<file path="src/rtl/simm_pkg.sv">
`timescale 1ns/1ps
package simm_pkg;
    localparam int DATA_W = 8;
    parameter logic [15:0] PORT_BIGID = 16'h0803;
    parameter logic [15:0] PORT_PRES  = 16'h0804;
    parameter logic [15:0] PORT_SIZE  = 16'h0820;
    parameter logic [15:0] PORT_PAR   = 16'h0841;
    localparam logic [DATA_W-1:0] PAR_OK   = 8'h01;
    localparam logic [DATA_W-1:0] IDLE_VAL = 8'hFF;
endpackage

</file>
<file path="src/rtl/simm_cfg_regs.sv">
`timescale 1ns/1ps
module simm_cfg_regs
    import simm_pkg::*;
#(
    parameter int NUM_SOCK = 6,
    parameter int NUM_ENT  = 8,
    parameter int EA_W     = 5,
    parameter int IO_AW    = 12,
    localparam int IDX_W   = $clog2(NUM_ENT)
) (
    input  logic                           clk,
    input  logic                           rst_n,
    input  logic [NUM_SOCK-1:0]            strap_present,
    input  logic [NUM_SOCK-1:0]            strap_big,
    input  logic [IO_AW-1:0]               io_addr,
    input  logic                           io_rd,
    input  logic                           io_wr,
    input  logic [DATA_W-1:0]              io_wdata,
    output logic [DATA_W-1:0]              io_rdata,
    output logic [NUM_ENT-1:0][EA_W-1:0]   ent_o,
    output logic [IDX_W-1:0]               idx_o
);
    typedef struct packed {
        logic [NUM_ENT-1:0][EA_W-1:0] ent;
        logic [IDX_W-1:0]             idx;
    } regs_t;

    regs_t regs_d, regs_q;

    logic hit_big, hit_pres, hit_size, hit_par;
    assign hit_big  = (io_addr == PORT_BIGID[IO_AW-1:0]);
    assign hit_pres = (io_addr == PORT_PRES[IO_AW-1:0]);
    assign hit_size = (io_addr == PORT_SIZE[IO_AW-1:0]);
    assign hit_par  = (io_addr == PORT_PAR[IO_AW-1:0]);

    always_comb begin
        regs_d = regs_q;
        if (io_wr && hit_size) begin
            regs_d.ent[io_wdata[EA_W +: IDX_W]] = io_wdata[EA_W-1:0];
        end
        if (io_rd && hit_pres) begin
            regs_d.idx = '0;
        end else if (io_rd && hit_size) begin
            if (regs_q.idx == IDX_W'(NUM_ENT - 1)) begin
                regs_d.idx = '0;
            end else begin
                regs_d.idx = regs_q.idx + IDX_W'(1);
            end
        end
    end

    always_ff @(posedge clk) begin
        if (!rst_n) begin
            regs_q <= '0;
        end else begin
            regs_q <= regs_d;
        end
    end

    always_comb begin
        io_rdata = IDLE_VAL;
        if (hit_big) begin
            io_rdata = '0;
            io_rdata[NUM_SOCK-1:0] = strap_present & strap_big;
        end else if (hit_pres) begin
            io_rdata = '1;
            io_rdata[NUM_SOCK-1:0] = ~strap_present;
        end else if (hit_size) begin
            io_rdata = {{(DATA_W-EA_W){1'b0}}, regs_q.ent[regs_q.idx]};
        end else if (hit_par) begin
            io_rdata = PAR_OK;
        end
    end

    assign ent_o = regs_q.ent;
    assign idx_o = regs_q.idx;
endmodule

</file>
<file path="src/rtl/simm_bank_map.sv">
`timescale 1ns/1ps
module simm_bank_map #(
    parameter int NUM_SOCK = 6,
    parameter int NUM_ENT  = 8,
    parameter int EA_W     = 5
) (
    input  logic [NUM_ENT-1:0][EA_W-1:0]  ent,
    input  logic [NUM_SOCK-1:0]           present,
    output logic [NUM_SOCK-1:0][EA_W-1:0] start_u,
    output logic [NUM_SOCK-1:0][EA_W-1:0] end_u,
    output logic [NUM_SOCK-1:0]           bank_en
);
    for (genvar b = 0; b < NUM_SOCK; b++) begin : g_bank
        if (b == 0) begin : g_first
            assign start_u[b] = '0;
        end else begin : g_chain
            assign start_u[b] = ent[b];
        end
        assign end_u[b]   = ent[b+1];
        assign bank_en[b] = present[b] && (end_u[b] != start_u[b]);
    end
endmodule

</file>
<file path="src/rtl/simm_addr_dec.sv">
`timescale 1ns/1ps
module simm_addr_dec #(
    parameter int NUM_SOCK   = 6,
    parameter int EA_W       = 5,
    parameter int UNIT_SHIFT = 23,
    localparam int ADDR_W    = UNIT_SHIFT + EA_W
) (
    input  logic [ADDR_W-1:0]             mem_addr,
    input  logic [NUM_SOCK-1:0][EA_W-1:0] start_u,
    input  logic [NUM_SOCK-1:0][EA_W-1:0] end_u,
    input  logic [NUM_SOCK-1:0]           bank_en,
    output logic [NUM_SOCK-1:0]           bank_sel,
    output logic [ADDR_W-1:0]             bank_offset,
    output logic                          unmapped
);
    logic [EA_W-1:0]     unit;
    logic [NUM_SOCK-1:0] hit;
    logic [EA_W-1:0]     base;
    logic                found;

    assign unit = mem_addr[ADDR_W-1 -: EA_W];

    for (genvar b = 0; b < NUM_SOCK; b++) begin : g_cmp
        assign hit[b] = bank_en[b] && (unit >= start_u[b]) && (unit < end_u[b]);
    end

    always_comb begin
        bank_sel = '0;
        base     = '0;
        found    = 1'b0;
        for (int b = 0; b < NUM_SOCK; b++) begin
            if (!found && hit[b]) begin
                bank_sel[b] = 1'b1;
                base        = start_u[b];
                found       = 1'b1;
            end
        end
    end

    assign bank_offset = mem_addr - {base, {UNIT_SHIFT{1'b0}}};
    assign unmapped    = ~|hit;
endmodule

</file>
<file path="src/rtl/simm_bank_ctrl.sv">
`timescale 1ns/1ps
module simm_bank_ctrl
    import simm_pkg::*;
#(
    parameter int NUM_SOCK   = 6,
    parameter int NUM_ENT    = 8,
    parameter int EA_W       = 5,
    parameter int UNIT_SHIFT = 23,
    parameter int IO_AW      = 12,
    localparam int ADDR_W    = UNIT_SHIFT + EA_W,
    localparam int IDX_W     = $clog2(NUM_ENT)
) (
    input  logic                clk,
    input  logic                rst_n,
    input  logic [NUM_SOCK-1:0] strap_present,
    input  logic [NUM_SOCK-1:0] strap_big,
    input  logic [IO_AW-1:0]    io_addr,
    input  logic                io_rd,
    input  logic                io_wr,
    input  logic [DATA_W-1:0]   io_wdata,
    output logic [DATA_W-1:0]   io_rdata,
    input  logic [ADDR_W-1:0]   mem_addr,
    output logic [NUM_SOCK-1:0] bank_sel,
    output logic [ADDR_W-1:0]   bank_offset,
    output logic                unmapped
);
    logic [NUM_ENT-1:0][EA_W-1:0]  ent;
    logic [IDX_W-1:0]              idx;
    logic [NUM_SOCK-1:0][EA_W-1:0] start_u;
    logic [NUM_SOCK-1:0][EA_W-1:0] end_u;
    logic [NUM_SOCK-1:0]           bank_en;

    simm_cfg_regs #(
        .NUM_SOCK(NUM_SOCK), .NUM_ENT(NUM_ENT), .EA_W(EA_W), .IO_AW(IO_AW)
    ) u_regs (
        .clk(clk), .rst_n(rst_n),
        .strap_present(strap_present), .strap_big(strap_big),
        .io_addr(io_addr), .io_rd(io_rd), .io_wr(io_wr),
        .io_wdata(io_wdata), .io_rdata(io_rdata),
        .ent_o(ent), .idx_o(idx)
    );

    simm_bank_map #(
        .NUM_SOCK(NUM_SOCK), .NUM_ENT(NUM_ENT), .EA_W(EA_W)
    ) u_map (
        .ent(ent), .present(strap_present),
        .start_u(start_u), .end_u(end_u), .bank_en(bank_en)
    );

    simm_addr_dec #(
        .NUM_SOCK(NUM_SOCK), .EA_W(EA_W), .UNIT_SHIFT(UNIT_SHIFT)
    ) u_dec (
        .mem_addr(mem_addr), .start_u(start_u), .end_u(end_u),
        .bank_en(bank_en), .bank_sel(bank_sel),
        .bank_offset(bank_offset), .unmapped(unmapped)
    );
endmodule

</file>
<file path="config.mk">
export PLATFORM = sky130hd
export DESIGN_NAME = simm_bank_ctrl
export DESIGN_NICKNAME = d
export VERILOG_FILES = /design/src/rtl/simm_pkg.sv /design/src/rtl/simm_cfg_regs.sv /design/src/rtl/simm_bank_map.sv /design/src/rtl/simm_addr_dec.sv /design/src/rtl/simm_bank_ctrl.sv
export SDC_FILE = /design/constraint.sdc
export NUM_CORES = 1
export LEC_CHECK = 0
export ABC_AREA = 1
export BUFFER_PORTS_ARGS = -buffer_cell sky130_fd_sc_hd__buf_2
export CORE_ASPECT_RATIO = 1.25
export CORE_MARGIN = 5
export CORE_UTILIZATION = 62
export DETAILED_ROUTE_END_ITERATION = 10
export PLACE_DENSITY = 0.86
export SKIP_LAST_GASP = 1
export SLEW_MARGIN = 15
export SYNTH_ARGS = -nofsm -noshare
export SYNTH_HDL_FRONTEND = slang
export SYNTH_HIERARCHICAL = 1
export SYNTH_SLANG_ARGS = --single-unit
export TNS_END_PERCENT = 20
</file>
<file path="constraint.sdc">
create_clock -name clk -period 6.35 [get_ports clk]
set_clock_uncertainty 0.2 [all_clocks]
set_input_delay 0.635 -clock clk [delete_from_list [all_inputs] [get_ports clk]]
set_output_delay 0.635 -clock clk [all_outputs]
set_load 0.01 [all_outputs]
</file>
==> metrics.csv, run 1 <==
metric,value,unit
Setup CP Type,primary input to output port,
CP bufs+invs,5,
worst path arrival time,3550,ps
critical path endpoint,bank_offset[27],
first drt pass iteration count,5,
drt total wl,14300,um
FMAX,228,MHz
Final period util,69.0,%
ant diodes,0,
Clock Latency Late Sink,280,ps
Hold Buf Count CTS,0,
num rows,39,
worst slew pin tran,898,ps
flop-to-flop setup slack,4490,ps
FF-to-FF End,u_regs/idx_o[0]$_SDFFE_PP0P_,
"EDFF count, synth",0,
Post-DP HPWL,10600,um
main combinational cell family by area after synthesis,simple AND/OR/NAND/NOR gates,
largest net degree at the start of global routing,49,
Critical Path Sink Type,output port,
clock buffer count from CTS,5,
crit path max fanout,13,
DP Worst Slack,1960,ps
internal power,0.534,mW
GRT Total Usage,24.9,%
"Seq/Total Area, Yosys",14.9,%
#FFs+latches synth,43,
initial antenna violation count,0,
Power Dens Cells,125,nW/um^2
r2r worst-path depth,5,
post-synthesis compound-gate area fraction,7.43,%
Initial Util,63.3,%
Critical Path RT,5510,ps
Yosys warnings,6,
Iter 0 DRT Violations,487,
slowest CP cell,fa_1,
Reg-to-Reg Start,u_regs/idx_o[0]$_SDFFE_PP0P_,
Post-route DRC,0,
Synth-to-Final Area Change,-1.82,%
Final Hold Fails,0,
CTS tree,built,
Top Family by Delay on Critical Path,simple AND/OR/NAND/NOR gates,
Final ANT Viol Nets,0,
total clock sinks,43,
mux contribution to synthesized area,0,%
Pleak,2.54,nW
global placement routability congestion,0.857,
dpl cells,1027,
max-slew violation count,0,
CP most frequent cell,nand2_1,
post_cts resized,0,
Tmin final,4380,ps
relative slew slack,40.0,%
async set-reset flop share out of synthesis,0,%
sequential share of power,38.0,%
setup violators final,0,
Hold WS,266,ps
synthesized area,5780,sq um
xor/xnor share of the synthesized area,1.21,%
Total Nets Final,1036,
synthesized-area fraction occupied by adder cells,13.3,%
main flop type after synthesis,dfxtp_1,
vias,5630,
vias in the first global route,5155,
H-tree depth,2,
sw frac,24.8,%
Core ar.,9130,sq um
unrepaired setup endpoints after global routing,no,
"commonest non-fill, non-tap cell in the layout",nand2_1,
Die H,118,um
setup ws final,1970,ps
Ports,107,
Chip Width,96.3,um
Hold/Removal Path Class,flop to flop,
Clock Power Share,45.9,%
Clock Tree Root,clkbuf_16,
total negative slack,0,ps
Mean Syn Cell Area,6.10,sq um
Synth Area in Simple Gates,39.1,%
peak supply drop,0.000191,V
clk buf depth,2,
port bufs,60,
Startpoint Class,primary input,
grt ovf,0,
status,finished clean,
number of distinct library cells after synthesis,41,
global-route wire length before repair,23200,um
final cell count without fillers,1035,
Comb power frac,16.2,%
Setup crit start,mem_addr[25],
WL/cell,13.8,um
worst path cell trace,buf_2 -> ha_1 -> nand2_1 -> nand2_1 -> a21oi_1 -> nand3_1 -> nand3_1 -> nand2_2 -> nor2_4 -> nand3_4 -> clkinv_2 -> nand2_1 -> nand2_1 -> ha_1 -> inv_1 -> fa_1 -> nand3_1 -> nand2_1 -> xor2_1 -> inv_1 -> nand3_1 -> nand2_1 -> buf_2,
layout cells sized above 1,12.8,%
"slowest stage delay, CP",400,ps
drt via density,5.44,
DIE AREA,11400,sq um
"commonest cells after routing, fill and taps aside","nand2_1, inv_1, nand3_1, a21oi_1",
Crit path depth,23,
Gate Count Post-Synth,947,
Psw,0.176,mW
Post-CTS Setup Bufs,0,
clk slew on worst S/H paths,60,ps
max cap viols,0,
## cell usage after synthesis, types with 2 or more instances
library cell  instances  area share, %
nand2_1             258             17
inv_1               152            9.9
buf_4                84             11
nand3_1              72            6.2
a21oi_1              68            5.9
ha_1                 60             13
nand4_1              56            6.1
nor2_1               54            3.5
dfxtp_1              43             15
nand2_2              11            1.2
inv_2                10           0.65
buf_2                 8           0.69
nor2_4                7            1.4
clkbuf_1              6           0.39
nor2_2                6           0.65
clkbuf_2              5           0.43
nor3_1                5           0.43
xnor2_1               5           0.76
buf_6                 4           0.78
o21ai_1               4           0.35
nand3_4               3           0.91
xor2_1                3           0.45
clkinv_1              2           0.13
nand2_4               2           0.39
nand3_2               2           0.35
o21ai_0               2           0.17
## area by class of cell
type,instances,area (sq um)
tap,123,154
clock inverter,2,60.1
inverter,165,621
sequential,43,861
fill,893,3450
clock buffer,6,129
timing repair buffer,60,300
multi-input combinational,636,3550
## worst register-to-register path, cell delays in order, from the launching register on
cell	delay [ps]
dfxtp_1	870
ha_1	290
ha_1	170
nor2_1	50
nand3_1	110
a21oi_1	70
## stage by stage
stage | utilization, % | instance area (sq um) | power (mW)
6_report | 62.2 | 5670 | 0.711
5_1_grt | 62.2 | 5670 | 0.738
4_1_cts | 62.2 | 5670 | 0.713
3_5_place_dp | 60.1 | 5480 | 0.389
3_3_place_gp | 60.1 | 5480 | 0.386
2_1_floorplan | - | 5790 | 0.366
## logic make-up after synthesis
kind of cell	Yosys count
and+or+nand+nor	482
AOI/OAI and AO/OA	80
adders and majority gates	61
DFF	43
other	1
xor gates and xnor gates	8
buffers and inverters	272
## how the worst min path moves through the flow
stage,to,start,cells after the start
final,u_regs/ent_o[2]$_SDFFE_PN0P_,u_regs/ent_o[2]$_SDFFE_PN0P_,2
after global routing,u_regs/ent_o[37]$_SDFFE_PN0P_,u_regs/ent_o[37]$_SDFFE_PN0P_,2
after CTS,u_regs/ent_o[2]$_SDFFE_PN0P_,u_regs/ent_o[2]$_SDFFE_PN0P_,2
after detailed placement,u_regs/ent_o[2]$_SDFFE_PN0P_,u_regs/ent_o[2]$_SDFFE_PN0P_,2
after global placement,u_regs/ent_o[2]$_SDFFE_PN0P_,u_regs/ent_o[2]$_SDFFE_PN0P_,2
after floorplan,u_regs/ent_o[2]$_SDFFE_PN0P_,u_regs/ent_o[2]$_SDFFE_PN0P_,2
## metal layers
layer | GRT usage (%) | vias up | part of all wire [%]
met2 | 42.5 | 206 | 49
li1 | - | 2858 | -
met3 | 2.88 | 41 | 6.5
met1 | 30.8 | 2525 | 41
met4 | 10.8 | 0 | 3.6
met5 | 0 | - | 0
## power by group through the flow
stage / registers (mW) / clock network, mW / logic (mW)
after floorplan: 0.276 / 0 / 0.0898
final: 0.270 / 0.326 / 0.115
after CTS: 0.270 / 0.329 / 0.114
after global placement: 0.276 / 0 / 0.110
after detailed placement: 0.276 / 0 / 0.113
after global routing: 0.270 / 0.338 / 0.130
## sequential cells by signal, summed over array words and instances, names as in the netlist
name          cells
u_regs/ent_o     40
u_regs/idx_o      3
Note: power is estimated with default switching activity, not from simulation.
==> run 2, diff against run 1 <==
--- a/config.mk
+++ b/config.mk
@@ -9,9 +9,9 @@
 export BUFFER_PORTS_ARGS = -buffer_cell sky130_fd_sc_hd__buf_2
 export CORE_ASPECT_RATIO = 1.25
 export CORE_MARGIN = 5
-export CORE_UTILIZATION = 62
+export CORE_UTILIZATION = 52
 export DETAILED_ROUTE_END_ITERATION = 10
-export PLACE_DENSITY = 0.86
+export PLACE_DENSITY = 0.76
 export SKIP_LAST_GASP = 1
 export SLEW_MARGIN = 15
 export SYNTH_ARGS = -nofsm -noshare
==> constraint.sdc (replaced) <==
create_clock -name clk -period 3.8 [get_ports clk]
set_clock_uncertainty 0.2 [all_clocks]
set_input_delay 0.38 -clock clk [delete_from_list [all_inputs] [get_ports clk]]
set_output_delay 0.38 -clock clk [all_outputs]
set_load 0.01 [all_outputs]
==> run 2 against run 1 <==
Wire length grew 11%. Clock power rose by 37%. Critical path type is now flop to output port. Clock-buffer cell count grew 2. Via count grew 2.6%. Hold slack worse by 70 ps. Final cell count rose by 4.8%. Sequential power is 63% higher. Global-route usage is 3.4 points lower. Sequential share of layout area fell by 0.46 points. Core utilization decreased by 4.7 points. Critical endpoint unchanged. Non-clock buffer count is 38 higher. Critical path depth is the same.
==> metrics.csv, run 2 (synthesized netlist as in run 1, its figures left out) <==
metric,value,unit,change
Final Hold Fails,0,,unchanged
vias in the first global route,5184,,+0.56%
clk buf depth,2,,unchanged
port bufs,60,,unchanged
area occupied by multi-input gates,3810,sq um,+7.4%
Die H,128,um,+8.4%
max cap viols,0,,unchanged
Setup CP Type,flop to output port,,
initial antenna violation count,0,,unchanged
Iter 0 DRT Violations,450,,-7.6%
vias,5777,,+2.6%
relative slew slack,39.3,%,-0.71 points
FMAX,264,MHz,
sw frac,27.8,%,+3.0 points
"Power, Total",1.11,mW,+56%
DIE AREA,13300,sq um,+17%
Chip Width,104,um,+8.2%
Core ar.,11000,sq um,+20%
unrepaired setup endpoints after global routing,yes,,
H-tree depth,2,,unchanged
Psw,0.308,mW,+74%
Critical Path RT,3220,ps,-2290 ps
Total Nets Final,1074,,+3.7%
Hold Path Origin,rst_n,,
max-slew violation count,0,,unchanged
worst path arrival time,3200,ps,-350 ps
Fill cells,1056,,+18%
dpl cells,1061,,+3.3%
setup violators final,0,,unchanged
Critical Path Sink Type,output port,,
Comb power frac,19.8,%,+3.6 points
CTS tree,built,,
final cell count without fillers,1085,,+4.8%
Synth-to-Final Area Change,9.23,%,
DP Worst Slack,-45.6,ps,-2010 ps
"commonest non-fill, non-tap cell in the layout",nand2_1,,
WL/cell,14.7,um,+6.0%
Startpoint Class,flop,,
sequential share of power,39.8,%,+1.8 points
ant diodes,0,,unchanged
GRT met2 Usage,39.7,%,-2.8 points
GRT Total Usage,21.5,%,-3.4 points
Post-route DRC,0,,unchanged
global-route wire length before repair,24100,um,+3.9%
met1 global-route usage,25.2,%,-5.7 points
Reg-to-Reg Start,u_regs/idx_o[1]$_SDFFE_PP0P_,,
Initial Util,52.6,%,-11 points
grt ovf,0,,unchanged
Power Dens Cells,175,nW/um^2,+40%
total clock sinks,43,,unchanged
peak supply drop,0.000177,V,-7.4%
total negative slack,0,ps,unchanged
layout cells sized above 1,23.5,%,+11 points
Finished Cell Area,6310,sq um,+11%
Hold/Removal Path Class,primary input to flop,,
grt met3 use,3.07,%,+0.20 points
Final period util,99.5,%,
setup ws final,18.2,ps,-1950 ps
Final ANT Viol Nets,0,,unchanged
Ports,107,,unchanged
gr busiest metal,met2,,
clock buffer count from CTS,5,,unchanged
largest net degree at the start of global routing,49,,unchanged
Tmin final,3780,ps,
Clock Latency Late Sink,280,ps,about the same
crit path max fanout,6,,-7
"commonest cells after routing, fill and taps aside","nand2_1, inv_1, nand3_1, a21oi_1",,
Hold Buf Count CTS,0,,unchanged
Post-DP HPWL,11200,um,+5.5%
status,finished clean,,
Clock Power Share,40.5,%,-5.4 points
Clock Tree Root,clkbuf_16,,
Placed Area,5660,sq um,+3.3%
internal power,0.799,mW,+49%
drt via density,5.32,,-2.1%
drt total wl,15900,um,+11%
Largest register FFs,40,,unchanged
Setup crit start,u_regs/ent_o[7]$_SDFFE_PN0P_,,
first drt pass iteration count,5,,unchanged
worst slew pin tran,908,ps,+10.7 ps
global placement routability congestion,0.900,,+5.1%
num rows,43,,+10%
clk slew on worst S/H paths,60,ps,about the same
Pleak,2.79,nW,+9.9%
FF/Latch Area,928,sq um,+7.8%
-- run 2: per-layer routing --
layer | part of all wire [%] | vias up
li1 | - | 2937
met1 | 41 | 2631
met2 | 50 | 164
met3 | 5.1 | 45
met4 | 3.9 | 0
met5 | 0 | -
-- run 2: critical path, cell delays in order (launching register included) --
cell and delay [ps]:
dfxtp_4 420, inv_2 60, ha_4 270, nand2_1 60, inv_2 50, nand2_2 40
nand2_2 70, a21oi_4 70, nand2_4 130, nand2_8 90, nor2_4 170, inv_1 90
o21ai_1 160, nor2_1 80, nand3_1 80, nand2_1 100, fa_2 390, nand3_2 60
nand2_1 60, xor2_1 170, inv_1 60, nand3_1 80, nand2_1 40, buf_2 130
-- run 2: layout make-up --
cell class,count,area share (%)
multi-input cells,636,60.4
flip-flops and latches,43,14.7
repair buffers,98,9.88
inverters,165,9.88
well taps,135,2.68
clock buffers,8,2.48
-- run 2: timing repair --
item | in CTS | in global routing
buffers inserted | 2 | 14
pin swaps | 3 | 38
hold endpoints to repair | 0 | 0
resized for setup | 25 | 78
setup endpoints to repair | 1 | 3
-- run 2: worst paths after layout --
| check | slack (ps) | endpoint | cells after the start |
|---|---|---|---|
| max | 20 | bank_offset[27] | 23 |
| min | 200 | u_regs/idx_o[0]$_SDFFE_PP0P_ | 3 |
| min reg2reg | 270 | u_regs/ent_o[35]$_SDFFE_PN0P_ | 2 |
| max reg2reg | 2260 | u_regs/idx_o[2]$_SDFFE_PP0P_ | 4 |
-- run 2: metrics by stage --
stage / utilization [%] / hold WS (ps)
floorplan: - / 245
global placement: 51.6 / 254
detailed placement: 51.6 / 260
CTS: 53.6 / 196
global route: 57.5 / 213
finish: 57.5 / 196
-- run 2: power by group through the flow --
stage | Clock [mW] | Combinational (mW) | Sequential, mW
floorplan | 0 | 0.150 | 0.461
global placement | 0 | 0.190 | 0.461
detailed placement | 0 | 0.193 | 0.461
CTS | 0.455 | 0.195 | 0.449
global route | 0.473 | 0.245 | 0.440
finish | 0.448 | 0.219 | 0.440
